## src/rtl/irq_pkg.sv

```systemverilog
package irq_pkg;
  localparam int REQ_W  = 14;
  localparam int REG_W  = 15;
  localparam int WORD_W = 16;
  localparam int LVL_W  = 3;

  localparam int MODE_BIT   = 15;
  localparam int MASTER_BIT = 14;
  localparam int IOA_BIT    = 3;
  localparam int VBL_BIT    = 5;
  localparam int IOB_BIT    = 13;

  localparam int NUM_LVL = 6;

  // Group mask for a level, 1..6.
  function automatic logic [REQ_W-1:0] lvl_mask(input int lvl);
    case (lvl)
      6:       return 14'h2000;
      5:       return 14'h1800;
      4:       return 14'h0780;
      3:       return 14'h0070;
      2:       return 14'h0008;
      1:       return 14'h0007;
      default: return '0;
    endcase
  endfunction
endpackage

```

## src/rtl/irq_setclr_reg.sv

```systemverilog
module irq_setclr_reg #(
  parameter int W = 15
) (
  input  logic         clk,
  input  logic         rst_n,
  input  logic         wr,
  input  logic         mode_set,
  input  logic [W-1:0] bits,
  input  logic [W-1:0] hw_set,
  output logic [W-1:0] q
);
  logic [W-1:0] sw_next;

  always_comb begin
    sw_next = q;
    if (wr) sw_next = mode_set ? (q | bits) : (q & ~bits);
  end

  // Hardware set overrides a same-cycle software clear.
  always_ff @(posedge clk) begin
    if (!rst_n) q <= '0;
    else        q <= sw_next | hw_set;
  end

  p_set_r2: assert property (@(posedge clk) disable iff (!rst_n)
    (wr && mode_set) |=> ((q & $past(bits)) == $past(bits)));
  p_clear_r3: assert property (@(posedge clk) disable iff (!rst_n)
    (wr && !mode_set && hw_set == '0) |=> ((q & $past(bits)) == '0));
  p_hw_wins_r8: assert property (@(posedge clk) disable iff (!rst_n)
    (hw_set != '0) |=> ((q & $past(hw_set)) == $past(hw_set)));
  p_hold_r9: assert property (@(posedge clk) disable iff (!rst_n)
    (!wr && hw_set == '0) |=> $stable(q));
endmodule

```

## src/rtl/irq_level_enc.sv

```systemverilog
module irq_level_enc
  import irq_pkg::*;
(
  input  logic [REQ_W-1:0] pend,
  input  logic             master,
  output logic [LVL_W-1:0] level
);
  logic [NUM_LVL:1] hit;

  for (genvar g = 1; g <= NUM_LVL; g++) begin : g_grp
    assign hit[g] = |(pend & lvl_mask(g));
  end

  always_comb begin
    level = '0;
    if (master) begin
      for (int l = 1; l <= NUM_LVL; l++)
        if (hit[l]) level = LVL_W'(l);
    end
  end
endmodule

```

## src/rtl/irq_prio_ctrl.sv

```systemverilog
module irq_prio_ctrl
  import irq_pkg::*;
(
  input  logic              clk,
  input  logic              rst_n,
  input  logic              wr_en,
  input  logic              wr_sel,
  input  logic [WORD_W-1:0] wr_data,
  input  logic              rd_sel,
  output logic [WORD_W-1:0] rd_data,
  input  logic              ioc_a_pulse,
  input  logic              ioc_b_pulse,
  input  logic              frame_end_pulse,
  output logic [LVL_W-1:0]  irq_level
);
  logic [REG_W-1:0] en_q, req_q, req_hw;
  logic [REQ_W-1:0] pend;

  always_comb begin
    req_hw          = '0;
    req_hw[IOA_BIT] = ioc_a_pulse;
    req_hw[IOB_BIT] = ioc_b_pulse;
    req_hw[VBL_BIT] = frame_end_pulse;
  end

  irq_setclr_reg #(.W(REG_W)) u_en (
    .clk(clk), .rst_n(rst_n),
    .wr(wr_en && !wr_sel), .mode_set(wr_data[MODE_BIT]),
    .bits(wr_data[REG_W-1:0]), .hw_set('0), .q(en_q)
  );

  irq_setclr_reg #(.W(REG_W)) u_req (
    .clk(clk), .rst_n(rst_n),
    .wr(wr_en && wr_sel), .mode_set(wr_data[MODE_BIT]),
    .bits(wr_data[REG_W-1:0]), .hw_set(req_hw), .q(req_q)
  );

  assign pend = req_q[REQ_W-1:0] & en_q[REQ_W-1:0];

  irq_level_enc u_enc (
    .pend(pend), .master(en_q[MASTER_BIT]), .level(irq_level)
  );

  assign rd_data = {1'b0, rd_sel ? req_q : en_q};

  p_gate_r5: assert property (@(posedge clk) disable iff (!rst_n)
    !en_q[MASTER_BIT] |-> (irq_level == '0));
  p_top_r6: assert property (@(posedge clk) disable iff (!rst_n)
    (en_q[MASTER_BIT] && pend[IOB_BIT]) |-> (irq_level == 3'd6));
  p_sticky_r7: assert property (@(posedge clk) disable iff (!rst_n)
    ioc_a_pulse |=> req_q[IOA_BIT]);
  p_rd_msb_r4: assert property (@(posedge clk) disable iff (!rst_n)
    rd_data[MODE_BIT] == 1'b0);
endmodule

```

## config.mk

```make
export PLATFORM = sky130hd
export DESIGN_NAME = irq_prio_ctrl
export DESIGN_NICKNAME = d
export VERILOG_FILES = /design/src/rtl/irq_pkg.sv /design/src/rtl/irq_setclr_reg.sv /design/src/rtl/irq_level_enc.sv /design/src/rtl/irq_prio_ctrl.sv
export SDC_FILE = /design/constraint.sdc
export NUM_CORES = 1
export LEC_CHECK = 0
export BUFFER_PORTS_ARGS = -buffer_cell sky130_fd_sc_hd__buf_4
export CORE_AREA = 2 2 81 83
export CTS_CLUSTER_DIAMETER = 120
export CTS_CLUSTER_SIZE = 20
export DETAILED_ROUTE_END_ITERATION = 16
export DIE_AREA = 0 0 83 85
export PLACE_DENSITY = 0.56
export SLEW_MARGIN = 10
export SYNTH_ARGS = -nofsm -noshare
export SYNTH_HDL_FRONTEND = slang
export SYNTH_HIERARCHICAL = 1
export SYNTH_SLANG_ARGS = --single-unit
```

## constraint.sdc

```tcl
create_clock -name clk -period 1.2 [get_ports clk]
set_input_delay 0.24 -clock clk [delete_from_list [all_inputs] [get_ports clk]]
set_output_delay 0.24 -clock clk [all_outputs]
set_load 0.02 [all_outputs]
```

==> metrics <==
Diodes inserted 0; Vias/cell 4.52; Finished Cell Area between 2000 and 3000 µm²; CTS max path bufs 2; worst skew pair latency 0.28 ns; nets@finish 328; Final Hold Fails 0; Crit path largest cell delay 0.41 ns; Hold Buf Count CTS 0; number of antenna-violating nets in the routed design 0; mux cell area share after synthesis 0.115; initial antenna violation count 0; Worst setup EP type primary output; layout cell share with drive strength beyond 1 0.449; buffers added on ports 41; syn avg cell area 10.1 µm²; Post-Synth Adder-Cell Area 0; Core ar. between 6000 and 7000 µm²; First DRT Iteration DRCs 66; Post-synth top cells 31 x nand2_1, 30 x a211o_1, 30 x dfxtp_1, 30 x o311a_1, 15 x and2_1; cell family with most CP delay simple AND/OR/NAND/NOR gates; status finished, violations left; Final Total Pwr 2950 µW; FFs w/ async S/R, synth 0; chip width 83 µm; YS warnings 6; slowest stage cell, crit path or3_4; die area 7060 µm²; violated checks negative setup slack; CP Launch Type register; Die Y 85 µm; Synth Area in Simple Gates 0.141; CP cell instances and2_4, or3_4, o31ai_4, a21oi_2, buf_4; Syn Inst Count 178; worst hold path type in -> reg; synthesized area 1800 µm²; dpl cell area between 2000 and 3000 µm²; fmax 0.557 GHz; Clock transition at path regs approximately 0.07 ns; synth top area cells dfxtp_1 33%, o311a_1 17%, a211o_1 15%, mux2_4 8.4%, nand2_1 6.5%; grt ovf 0; number of global-route vias before repair 1672; first-pass GRT wire length 7770 µm; Cell Rows 29; Max Clock Skew 0 ns; Yosys reg bits 30; clk sinks 30; final worst-path cycle share 1.50; Final WS setup -0.596 ns; Overall Global Routing Usage 0.137; CTS buffer count 5; critical path class reg -> out; Clock Tree Root clkbuf_8; DRT Pass-1 Iters 5; P_leak ~0.0014 µW; Synth Area in Compound Gates 0.335; WP buf/inv 1; Final GP Congestion 0.699; xor and xnor area share after synthesis 0; Final Max Slew Viols 0; post-synth top area share 0.334; sequential area share after synthesis 0.334; via count roughly 1700; detailed placement HPWL about 3100 µm; pwr dens between 900 and 1000 nW/µm²; crit path max fanout 2; Post-synth EDFFs 0; drt total wl 4710 µm; filler instances 620; Setup violations, final 18; largest net degree at the start of global routing 31; max-cap viol count 0; Starting Density 0.290; Routed wire per std cell 12.3 µm; cell taking the most area after synthesis dfxtp_1; Critical Path AT 1.56 ns; CTS tree done; ys flop type dfxtp_1; main combinational cell family by area after synthesis compound AO/OA/AOI/OAI gates; Remaining DRCs 0; I/O pins 43; count leader, synth nand2_1; CP required 0.96 ns; maximum VDD drop 0.450 mV; crit path time final 1.80 ns; RSZ-0062 raised after global routing true; Area Overhead vs Synth 64.5%; H-tree depth 2; Netlist cell types 23
-- worst paths after layout --
path | from | to | slack, ns | cells past startpoint
max | u_req/q[5] | irq_level[1] | -0.60 | 5
min | ioc_b_pulse | u_req/q[13] | 0.23 | 2
max reg2reg | u_en/q[2] | u_en/q[2] | 0.20 | 4
min reg2reg | u_req/q[14] | u_req/q[14] | 0.60 | 2
-- worst register-to-register path: cells and delay by family (launching register included) --
kind	cells	cell delay [ns]
compound gates	2	0.34
flops	1	0.32
buf+inv	2	0.23
-- power by group --
part | switching (µW) | total, µW | internal (µW)
sequential | 52.8 | 1150 | 1090
combinational | 408 | 973 | 565
clock | 374 | 836 | 462
-- timing repair --
action	4_1_cts	5_1_grt
pin swaps	0	0
cloned	0	0
setup endpoints to repair	18	18
resized for setup	63	15
buffers inserted	1	9
-- cell usage in the layout, fill, tap and decap left out, types with 2 or more instances in the layout --
master	count
and2_4	2
dfxtp_1	4
a21oi_2	2
conb_1	55
buf_12	4
mux2_4	14
o311a_1	30
buf_6	42
and2_1	13
clkbuf_8	6
buf_4	32
a211o_1	30
nand2_1	31
dfxtp_2	25
-- flip-flops by register name, indices dropped and copies added (netlist names) --
name / count
u_req/q: 15
u_en/q: 15
-- metal layers --
layer	vias to the layer above	track usage	routed length, µm
li1	896	-	-
met1	803	0.157	2200
met2	24	0.249	2350
met3	4	0.0370	124
met4	0	0.0402	41
met5	-	0	0
-- through the flow --
step,setup TNS [ns],utilization,cells,setup slack [ns],hold slack (ns)
floorplan,-0.371,-,232,-0.141,0.364
global placement,-1.06,0.421,369,-0.261,0.504
detailed placement,-1.15,0.421,369,-0.275,0.508
CTS,-3.96,0.465,377,-0.595,0.209
global route,-4.52,0.476,382,-0.677,0.221
finish,-3.74,0.476,382,-0.596,0.229
-- cell families after synthesis --
group,count (synthesis)
compound gates,65
buf+inv,14
flops,30
mux,15
other cells,1
simple gates,53
-- cell type report --
type	count	area, µm²	share of cell area
Clock inverter	1	5.00	0.00169
Multi-Input combinational cell	188	1340	0.452
Sequential cell	30	636	0.215
Inverter	1	3.75	0.00127
Tap cell	77	96.3	0.0326
Clock buffer	7	86.3	0.0292
Timing Repair Buffer	78	793	0.268
No activity file was read; power rests on OpenSTA's default activity.
